`config.mk`:
```
export PLATFORM = sky130hd
export DESIGN_NAME = rob_core
export DESIGN_NICKNAME = d
export VERILOG_FILES = /design/src/rtl/rob_pkg.sv /design/src/rtl/rob_entry_array.sv /design/src/rtl/rob_ptr_ctrl.sv /design/src/rtl/rob_retire_fsm.sv /design/src/rtl/rob_core.sv
export SDC_FILE = /design/constraint.sdc
export NUM_CORES = 1
export LEC_CHECK = 0
export ABC_AREA = 1
export BUFFER_PORTS_ARGS = -buffer_cell sky130_fd_sc_hd__buf_2
export CORE_MARGIN = 5
export CORE_UTILIZATION = 62
export CTS_BUF_LIST = sky130_fd_sc_hd__clkbuf_16
export CTS_CLUSTER_DIAMETER = 150
export CTS_CLUSTER_SIZE = 12
export DETAILED_ROUTE_END_ITERATION = 8
export PLACE_DENSITY = 0.8
export SYNTH_ARGS = -nofsm -noshare
export SYNTH_HDL_FRONTEND = slang
export SYNTH_SLANG_ARGS = --single-unit
export TNS_END_PERCENT = 5
```
`constraint.sdc`:
```
create_clock -name clk -period 2.1 [get_ports clk]
set_input_delay 0.42 -clock clk [delete_from_list [all_inputs] [get_ports clk]]
set_output_delay 0.42 -clock clk [all_outputs]
set_load 0.01 [all_outputs]
```
`src/rtl/rob_pkg.sv`:
```
package rob_pkg;

    typedef enum logic [0:0] {
        RS_RUN   = 1'b0,
        RS_FLUSH = 1'b1
    } rob_state_e;

    localparam logic CAUSE_FAULT = 1'b0;
    localparam logic CAUSE_IRQ   = 1'b1;

endpackage

```
`src/rtl/rob_entry_array.sv`:
```
module rob_entry_array #(
    parameter int DEPTH = 16,
    parameter int PC_W  = 32,
    localparam int IDX_W = $clog2(DEPTH)
) (
    input  logic             clk,
    input  logic             rst_n,
    input  logic             wr_en,
    input  logic [IDX_W-1:0] wr_idx,
    input  logic [PC_W-1:0]  wr_pc,
    input  logic             wr_store,
    input  logic             cmp_en,
    input  logic [IDX_W-1:0] cmp_idx,
    input  logic             cmp_fault,
    input  logic             clr_en,
    input  logic [IDX_W-1:0] clr_idx,
    input  logic             flush_all,
    input  logic [IDX_W-1:0] rd_idx,
    output logic             rd_valid,
    output logic             rd_done,
    output logic             rd_fault,
    output logic             rd_store,
    output logic [PC_W-1:0]  rd_pc
);

    logic [DEPTH-1:0] valid_vec;
    logic [DEPTH-1:0] done_vec;
    logic [DEPTH-1:0] fault_vec;
    logic [DEPTH-1:0] store_vec;
    logic [PC_W-1:0]  pc_arr [DEPTH];

    for (genvar i = 0; i < DEPTH; i++) begin : g_slot
        logic            v_q;
        logic            d_q;
        logic            f_q;
        logic            s_q;
        logic [PC_W-1:0] pc_q;
        logic            hit_wr;
        logic            hit_cmp;
        logic            hit_clr;

        assign hit_wr  = wr_en  && (wr_idx  == IDX_W'(i));
        assign hit_cmp = cmp_en && (cmp_idx == IDX_W'(i)) && v_q;
        assign hit_clr = clr_en && (clr_idx == IDX_W'(i));

        always_ff @(posedge clk or negedge rst_n) begin
            if (!rst_n) begin
                v_q  <= 1'b0;
                d_q  <= 1'b0;
                f_q  <= 1'b0;
                s_q  <= 1'b0;
                pc_q <= '0;
            end else if (flush_all) begin
                v_q <= 1'b0;
                d_q <= 1'b0;
                f_q <= 1'b0;
            end else if (hit_wr) begin
                v_q  <= 1'b1;
                d_q  <= 1'b0;
                f_q  <= 1'b0;
                s_q  <= wr_store;
                pc_q <= wr_pc;
            end else begin
                if (hit_cmp) begin
                    d_q <= 1'b1;
                    f_q <= cmp_fault;
                end
                if (hit_clr) begin
                    v_q <= 1'b0;
                    d_q <= 1'b0;
                end
            end
        end

        assign valid_vec[i] = v_q;
        assign done_vec[i]  = d_q;
        assign fault_vec[i] = f_q;
        assign store_vec[i] = s_q;
        assign pc_arr[i]    = pc_q;
    end

    assign rd_valid = valid_vec[rd_idx];
    assign rd_done  = done_vec[rd_idx];
    assign rd_fault = fault_vec[rd_idx];
    assign rd_store = store_vec[rd_idx];
    assign rd_pc    = pc_arr[rd_idx];

endmodule

```
`src/rtl/rob_ptr_ctrl.sv`:
```
module rob_ptr_ctrl #(
    parameter int DEPTH = 16,
    localparam int IDX_W = $clog2(DEPTH),
    localparam int CNT_W = $clog2(DEPTH + 1)
) (
    input  logic             clk,
    input  logic             rst_n,
    input  logic             push,
    input  logic             pop,
    input  logic             flush,
    output logic [IDX_W-1:0] head,
    output logic [IDX_W-1:0] tail,
    output logic             full,
    output logic [CNT_W-1:0] occ
);

    logic [IDX_W-1:0] head_q;
    logic [IDX_W-1:0] tail_q;
    logic             full_q;
    logic [IDX_W-1:0] head_inc;
    logic [IDX_W-1:0] tail_inc;

    assign head_inc = (head_q == IDX_W'(DEPTH - 1)) ? '0 : head_q + 1'b1;
    assign tail_inc = (tail_q == IDX_W'(DEPTH - 1)) ? '0 : tail_q + 1'b1;

    always_ff @(posedge clk or negedge rst_n) begin
        if (!rst_n) begin
            head_q <= '0;
            tail_q <= '0;
            full_q <= 1'b0;
        end else if (flush) begin
            tail_q <= head_q;
            full_q <= 1'b0;
        end else begin
            if (push) begin
                tail_q <= tail_inc;
            end
            if (pop) begin
                head_q <= head_inc;
            end
            if (push && !pop && (tail_inc == head_q)) begin
                full_q <= 1'b1;
            end else if (pop && !push) begin
                full_q <= 1'b0;
            end
        end
    end

    always_comb begin
        if (full_q) begin
            occ = CNT_W'(DEPTH);
        end else if (tail_q >= head_q) begin
            occ = CNT_W'(tail_q - head_q);
        end else begin
            occ = CNT_W'(DEPTH) - CNT_W'(head_q) + CNT_W'(tail_q);
        end
    end

    assign head = head_q;
    assign tail = tail_q;
    assign full = full_q;

endmodule

```
`src/rtl/rob_retire_fsm.sv`:
```
module rob_retire_fsm
    import rob_pkg::*;
#(
    parameter int PC_W = 32
) (
    input  logic            clk,
    input  logic            rst_n,
    input  logic            hd_valid,
    input  logic            hd_done,
    input  logic            hd_fault,
    input  logic [PC_W-1:0] hd_pc,
    input  logic            irq_pend,
    output logic            retire_go,
    output logic            take_irq,
    output logic            flushing,
    output logic            trap_cause,
    output logic [PC_W-1:0] trap_pc
);

    rob_state_e      state_q;
    rob_state_e      state_d;
    logic            take_fault;
    logic            cause_q;
    logic [PC_W-1:0] tpc_q;

    // State register together with the trap record captured on RUN-to-FLUSH.
    always_ff @(posedge clk or negedge rst_n) begin
        if (!rst_n) begin
            state_q <= RS_RUN;
            cause_q <= CAUSE_FAULT;
            tpc_q   <= '0;
        end else begin
            state_q <= state_d;
            if (take_fault || take_irq) begin
                cause_q <= take_irq ? CAUSE_IRQ : CAUSE_FAULT;
                tpc_q   <= hd_pc;
            end
        end
    end

    // Next state.
    always_comb begin
        state_d = state_q;
        unique case (state_q)
            RS_RUN: begin
                if (take_fault || take_irq) begin
                    state_d = RS_FLUSH;
                end
            end
            RS_FLUSH: begin
                state_d = RS_RUN;
            end
            default: state_d = RS_RUN;
        endcase
    end

    // Outputs: fault outranks interrupt, interrupt outranks a commit.
    always_comb begin
        retire_go  = 1'b0;
        take_fault = 1'b0;
        take_irq   = 1'b0;
        flushing   = 1'b0;
        unique case (state_q)
            RS_RUN: begin
                take_fault = hd_valid && hd_done && hd_fault;
                take_irq   = hd_valid && irq_pend && !(hd_done && hd_fault);
                retire_go  = hd_valid && hd_done && !hd_fault && !irq_pend;
            end
            RS_FLUSH: begin
                flushing = 1'b1;
            end
            default: begin
                flushing = 1'b0;
            end
        endcase
    end

    assign trap_cause = cause_q;
    assign trap_pc    = tpc_q;

endmodule

```
`src/rtl/rob_core.sv`:
```
module rob_core #(
    parameter int DEPTH = 16,
    parameter int PC_W  = 32,
    localparam int IDX_W = $clog2(DEPTH),
    localparam int CNT_W = $clog2(DEPTH + 1)
) (
    input  logic             clk,
    input  logic             rst_n,
    input  logic             alloc_valid,
    input  logic [PC_W-1:0]  alloc_pc,
    input  logic             alloc_is_store,
    output logic             alloc_ready,
    output logic [IDX_W-1:0] alloc_tag,
    input  logic             cmpl_valid,
    input  logic [IDX_W-1:0] cmpl_tag,
    input  logic             cmpl_fault,
    input  logic             irq_req,
    output logic             retire_valid,
    output logic [PC_W-1:0]  retire_pc,
    output logic             store_release,
    output logic             trap_valid,
    output logic             trap_cause,
    output logic [PC_W-1:0]  trap_pc
);

    logic [IDX_W-1:0] head;
    logic [IDX_W-1:0] tail;
    logic             full;
    logic [CNT_W-1:0] occ;
    logic             push;
    logic             retire_go;
    logic             take_irq;
    logic             flushing;
    logic             irq_pend_q;
    logic             hd_valid;
    logic             hd_done;
    logic             hd_fault;
    logic             hd_store;
    logic [PC_W-1:0]  hd_pc;

    assign alloc_ready = !full && !flushing;
    assign push        = alloc_valid && alloc_ready;
    assign alloc_tag   = tail;

    always_ff @(posedge clk or negedge rst_n) begin
        if (!rst_n) begin
            irq_pend_q <= 1'b0;
        end else begin
            irq_pend_q <= (irq_pend_q && !take_irq) || irq_req;
        end
    end

    rob_ptr_ctrl #(.DEPTH(DEPTH)) u_ptr (
        .clk   (clk),
        .rst_n (rst_n),
        .push  (push),
        .pop   (retire_go),
        .flush (flushing),
        .head  (head),
        .tail  (tail),
        .full  (full),
        .occ   (occ)
    );

    rob_entry_array #(.DEPTH(DEPTH), .PC_W(PC_W)) u_slots (
        .clk       (clk),
        .rst_n     (rst_n),
        .wr_en     (push),
        .wr_idx    (tail),
        .wr_pc     (alloc_pc),
        .wr_store  (alloc_is_store),
        .cmp_en    (cmpl_valid),
        .cmp_idx   (cmpl_tag),
        .cmp_fault (cmpl_fault),
        .clr_en    (retire_go),
        .clr_idx   (head),
        .flush_all (flushing),
        .rd_idx    (head),
        .rd_valid  (hd_valid),
        .rd_done   (hd_done),
        .rd_fault  (hd_fault),
        .rd_store  (hd_store),
        .rd_pc     (hd_pc)
    );

    rob_retire_fsm #(.PC_W(PC_W)) u_fsm (
        .clk        (clk),
        .rst_n      (rst_n),
        .hd_valid   (hd_valid),
        .hd_done    (hd_done),
        .hd_fault   (hd_fault),
        .hd_pc      (hd_pc),
        .irq_pend   (irq_pend_q),
        .retire_go  (retire_go),
        .take_irq   (take_irq),
        .flushing   (flushing),
        .trap_cause (trap_cause),
        .trap_pc    (trap_pc)
    );

    assign retire_valid  = retire_go;
    assign retire_pc     = hd_pc;
    assign store_release = retire_go && hd_store;
    assign trap_valid    = flushing;

endmodule

```
==> impl_metrics.prom <==
# TYPE chip_impl_metric gauge
chip_impl_info{name="status",value="finished with violations"} 1
chip_impl_info{name="violations",value="setup timing"} 1
chip_impl_metric{name="cp.arrival",unit="ns"} 2.45
chip_impl_metric{name="placeableCoreArea",unit="um2"} 45500
chip_impl_metric{name="drt-vias-per-instance",unit=""} 6.16
chip_impl_metric{name="wire_per_inst",unit="um"} 20.5
chip_impl_metric{name="pwr-share-comb",unit="%"} 36.6
chip_impl_metric{name="mappedNetlistArea",unit="um2"} 28500
chip_impl_metric{name="post-route-worst-setup-slack",unit="ns"} -0.766
chip_impl_metric{name="synthDominantCellAreaShare",unit="%"} 54.4
chip_impl_info{name="clock_tree.root_cell",value="sky130_fd_sc_hd__clkbuf_16"} 1
chip_impl_metric{name="drc",unit=""} 0
chip_impl_metric{name="crit_path_max_incr_delay",unit="ns"} 0.55
chip_impl_metric{name="final_period_minus_worst_setup_slack",unit="ns"} 2.87
chip_impl_metric{name="groute.layer.met1.usage",unit="%"} 45.0
chip_impl_metric{name="static-leakage-power",unit="nW"} 15.8
chip_impl_info{name="crit_path_start",value="u_ptr.head[0]"} 1
chip_impl_metric{name="path_clk_slew",unit="ns"} 0.06
chip_impl_metric{name="io_pins",unit=""} 116
chip_impl_info{name="worst-setup-path-type",value="reg2out"} 1
chip_impl_metric{name="worst_tran_pin_value",unit="ns"} 0.583
chip_impl_metric{name="finalSetupViolations",unit=""} 74
chip_impl_info{name="min-delay-path-class",value="in2reg"} 1
chip_impl_metric{name="dr_iter_0_viols",unit=""} 3407
chip_impl_metric{name="power.share.clock",unit="%"} 20.5
chip_impl_metric{name="grt_overflow",unit=""} 0
chip_impl_metric{name="die_h",unit="um"} 225
chip_impl_metric{name="cp_required",unit="ns"} 1.68
chip_impl_info{name="crit_slowest_cell",value="sky130_fd_sc_hd__dfrtp_4"} 1
chip_impl_metric{name="postSynth.asyncResetShare",unit="%"} 100
chip_impl_metric{name="maxSlewViolCount",unit=""} 0
chip_impl_info{name="timing.critical_path.mode_cell",value="sky130_fd_sc_hd__nand2_2"} 1
chip_impl_metric{name="netlist_instances",unit=""} 3525
chip_impl_metric{name="drive_gt1_share",unit="%"} 12.8
chip_impl_info{name="critical_path.reg2reg.startpoint",value="u_ptr.head[0]"} 1
chip_impl_metric{name="muxShareOfSynthArea",unit="%"} 0
chip_impl_metric{name="firstDrtPassIters",unit=""} 7
chip_impl_metric{name="synth.ff_latch_count",unit=""} 620
chip_impl_metric{name="diodes",unit=""} 0
chip_impl_metric{name="port-buffer-count",unit=""} 115
chip_impl_info{name="yosys-top-cells-area",value="sky130_fd_sc_hd__dfrtp_1 54%, sky130_fd_sc_hd__o21ai_0 12%, sky130_fd_sc_hd__nand2_1 11%"} 1
chip_impl_info{name="dominant_combinational_cell_family_by_area_after_synthesis",value="compound AO/OA/AOI/OAI gates"} 1
chip_impl_metric{name="cp.buffers_inverters",unit=""} 3
chip_impl_metric{name="dpl-instance-area",unit="um2"} 30800
chip_impl_info{name="synth_flop_cell",value="sky130_fd_sc_hd__dfrtp_1"} 1
chip_impl_metric{name="rr_worst_depth",unit=""} 16
chip_impl_metric{name="numCtsBuffers",unit=""} 57
chip_impl_metric{name="synth_fa_ha_area_share",unit="%"} 0.351
chip_impl_metric{name="area.growth.synth_to_final",unit="%"} 16.2
chip_impl_metric{name="netlist-cell-type-count",unit=""} 40
chip_impl_metric{name="synth_xor_xnor_area_share",unit="%"} 0.184
chip_impl_metric{name="multi_input_comb_area",unit="um2"} 11100
chip_impl_metric{name="r2r_slack",unit="ns"} -0.20
chip_impl_metric{name="synth.net_count",unit=""} 3576
chip_impl_metric{name="power.share.switching",unit="%"} 37.4
chip_impl_metric{name="place_worst_setup_slack",unit="ns"} -0.175
chip_impl_metric{name="clk_latency",unit="ns"} 0.63
chip_impl_info{name="cp_top_family",value="simple AND/OR/NAND/NOR gates"} 1
chip_impl_metric{name="synth_enable_flop_cells",unit=""} 0
chip_impl_info{name="crit_path_end",value="store_release"} 1
chip_impl_metric{name="grt_first_pass_wirelength",unit="um"} 136000
chip_impl_metric{name="synth_area_in_simple_gates",unit="%"} 17.5
chip_impl_info{name="worstReg2RegEnd",value="u_fsm.trap_pc[21]"} 1
chip_impl_metric{name="slew_headroom",unit="%"} 61.1
chip_impl_metric{name="worstPathMaxFanout",unit=""} 8
chip_impl_metric{name="met3_track_usage_gr",unit="%"} 6.28
chip_impl_metric{name="start_util",unit="%"} 62.7
chip_impl_metric{name="design_area",unit="um2"} 33100
chip_impl_info{name="synth.cells.most_frequent",value="845 x sky130_fd_sc_hd__nand2_1, 691 x sky130_fd_sc_hd__o21ai_0, 620 x sky130_fd_sc_hd__dfrtp_1, 308 x sky130_fd_sc_hd__a21oi_1, 287 x sky130_fd_sc_hd__inv_1"} 1
chip_impl_info{name="endpoint_kind",value="output pin"} 1
chip_impl_metric{name="total_power",unit="W"} 0.0453
chip_impl_metric{name="layout_worst_path_cycle_share",unit="%"} 136
chip_impl_metric{name="netSwitchingPower",unit="W"} 0.0169
chip_impl_info{name="rsz_0062_raised_after_global_routing",value="true"} 1
chip_impl_metric{name="ir_drop_worst_vdd",unit="mV"} 0.814
chip_impl_info{name="synth_largest_area_cell",value="sky130_fd_sc_hd__dfrtp_1"} 1
chip_impl_info{name="critPathLaunchType",value="flop"} 1
chip_impl_metric{name="postSynthAreaPerCell",unit="um2"} 8.09
chip_impl_metric{name="grt_max_degree",unit=""} 106
chip_impl_metric{name="first_global_vias",unit=""} 25400
chip_impl_metric{name="gpl.final_weighted_congestion",unit=""} 0.951
chip_impl_metric{name="crit_cells",unit=""} 12
chip_impl_metric{name="achievable-frequency",unit="GHz"} 0.349
chip_impl_info{name="cts_tree",value="done"} 1
chip_impl_metric{name="final_antenna_violating_net_count",unit=""} 0
chip_impl_metric{name="grt.met2_usage",unit="%"} 54.1
chip_impl_metric{name="clock_tree.htree_level_count",unit=""} 2
chip_impl_metric{name="hold_violation_total_from_the_final_report",unit=""} 0
chip_impl_metric{name="final_nets",unit=""} 3687
chip_impl_info{name="worstPathCellList",value="buf_12 > buf_12 > nand2_2 > nand3_1 > nand2_1 > nand2_1 > nand2_2 > nor2_4 > nor2_4 > nand2_2 > nor3_4 > buf_2"} 1
chip_impl_metric{name="holdWs",unit="ns"} 0.101
chip_impl_metric{name="die_area",unit="um2"} 50400
chip_impl_metric{name="grt.total_usage",unit="%"} 33.4
chip_impl_metric{name="pwr-share-seq",unit="%"} 42.9
chip_impl_metric{name="ys.warnings.count",unit=""} 0
chip_impl_metric{name="sequential_cell_area",unit="um2"} 15500
chip_impl_metric{name="internal-power",unit="W"} 0.0284
chip_impl_metric{name="n_fill_cell",unit=""} 3344
chip_impl_metric{name="vias",unit=""} 26100
chip_impl_metric{name="synth-compound-area-share",unit="%"} 19.5
chip_impl_metric{name="final_wl",unit="um"} 87100
chip_impl_metric{name="floorplan.die.width",unit="um"} 225
chip_impl_info{name="grt.busiest_layer",value="met2"} 1
chip_impl_info{name="library_cell_with_the_highest_instance_count_after_synthesis",value="sky130_fd_sc_hd__nand2_1"} 1
chip_impl_metric{name="finalClockSkew",unit="ns"} 0.0288
chip_impl_metric{name="detailed_place_hpwl",unit="um"} 51900
chip_impl_metric{name="finalSetupTns",unit="ns"} -30.03
chip_impl_metric{name="grt_antenna_before_repair",unit=""} 3
chip_impl_metric{name="buffer_levels_on_the_longest_clock_path",unit=""} 3
chip_impl_metric{name="total_power_divided_by_cell_area",unit="nW/um2"} 1370
chip_impl_metric{name="floorplan.rows",unit=""} 78
chip_impl_metric{name="maxCapViolations",unit=""} 0
chip_impl_metric{name="synth_seq_area_share",unit="%"} 54.4
chip_impl_metric{name="clkSinkCount",unit=""} 620
-- registers in the layout, summed over array words and instances (netlist names) --
signal,count
irq_pend_q,1
u_fsm.state_q,1
u_fsm.trap_cause,1
u_fsm.trap_pc,32
u_ptr.full,1
u_ptr.head,4
u_ptr.tail,4
u_slots.g_slot.d_q,16
u_slots.g_slot.f_q,16
u_slots.g_slot.pc_q,512
u_slots.g_slot.s_q,16
u_slots.g_slot.v_q,16
-- cell usage in the layout, fill, tap and decap left out, drive strengths merged, types with 37 or more instances in the layout --
cell type,count
a21oi,308
buf,278
clkbuf,65
clkinv,37
dfrtp,620
inv,299
nand2,850
nand3,89
nand4,37
nor2,248
o21ai,702
-- through the flow --
step	instances	utilization, %
global route	4240	72.9
global placement	4156	67.7
CTS	4225	71.6
detailed placement	4156	67.7
finish	4240	72.9
floorplan	3525	-
-- area by class of cell --
cell class              count  share of cell area [%]
flip-flops and latches    620                    46.8
multi-input cells        2337                    33.5
repair buffers            288                    8.95
clock buffers              58                    4.38
inverters                 331                    3.82
well taps                 600                    2.27
clock inverters             5                   0.230
repair inverters            1                  0.0491
-- logic make-up after synthesis --
| group | after synthesis |
|---|---|
| fa+ha+maj | 8 |
| flops | 620 |
| simple gates | 1240 |
| compound gates | 1083 |
| xor+xnor | 6 |
| buf+inv | 568 |
-- worst register-to-register path: stages, from the launching register on --
cell and delay [ns]:
sky130_fd_sc_hd__dfrtp_4 0.55, sky130_fd_sc_hd__buf_12 0.17, sky130_fd_sc_hd__buf_12 0.15, sky130_fd_sc_hd__nand2_2 0.07, sky130_fd_sc_hd__nand3_1 0.09, sky130_fd_sc_hd__nand2_1 0.07
sky130_fd_sc_hd__nand2_1 0.06, sky130_fd_sc_hd__nand2_2 0.10, sky130_fd_sc_hd__nor2_4 0.05, sky130_fd_sc_hd__buf_4 0.13, sky130_fd_sc_hd__buf_6 0.11, sky130_fd_sc_hd__nor2_4 0.11
sky130_fd_sc_hd__nand2_4 0.14, sky130_fd_sc_hd__nand2_8 0.13, sky130_fd_sc_hd__buf_12 0.18, sky130_fd_sc_hd__nand2_1 0.08, sky130_fd_sc_hd__nand2_1 0.06
-- power by group through the flow --
stage	Clock (W)	Combinational [W]	Sequential, W
2_1_floorplan	0	0.00991	0.0189
3_3_place_gp	0	0.0144	0.0191
3_5_place_dp	0	0.0150	0.0194
4_1_cts	0.00936	0.0155	0.0193
5_1_grt	0.00984	0.0185	0.0199
6_report	0.00929	0.0166	0.0194
-- timing repair --
action,CTS,global route
setup endpoints to repair,59,135
endpoints found under the hold margin,13,0
resized for setup,49,126
pin swaps,18,45
gates cloned,2,8
setup buffers,2,7
hold buffers,2,0
-- how the worst min path moves through the flow --
stage | from | endpoint | slack [ns] | depth (start not counted)
after detailed placement | rst_n | u_slots.g_slot[14].pc_q[2] | 0.34 | 1
after global routing | alloc_pc[6] | u_slots.g_slot[13].pc_q[6] | 0.11 | 3
after floorplan | rst_n | irq_pend_q | 0.12 | 0
final | alloc_pc[1] | u_slots.g_slot[14].pc_q[1] | 0.10 | 3
after global placement | rst_n | u_slots.g_slot[14].pc_q[2] | 0.35 | 1
after CTS | alloc_pc[1] | u_slots.g_slot[14].pc_q[1] | 0.08 | 3
-- per-layer routing --
layer	vias up	wire, um
met4	4	3910
met2	1560	40900
met3	318	8590
li1	11700	-
met1	12600	33700
met5	-	22
Note: power is estimated with default switching activity, not from simulation.
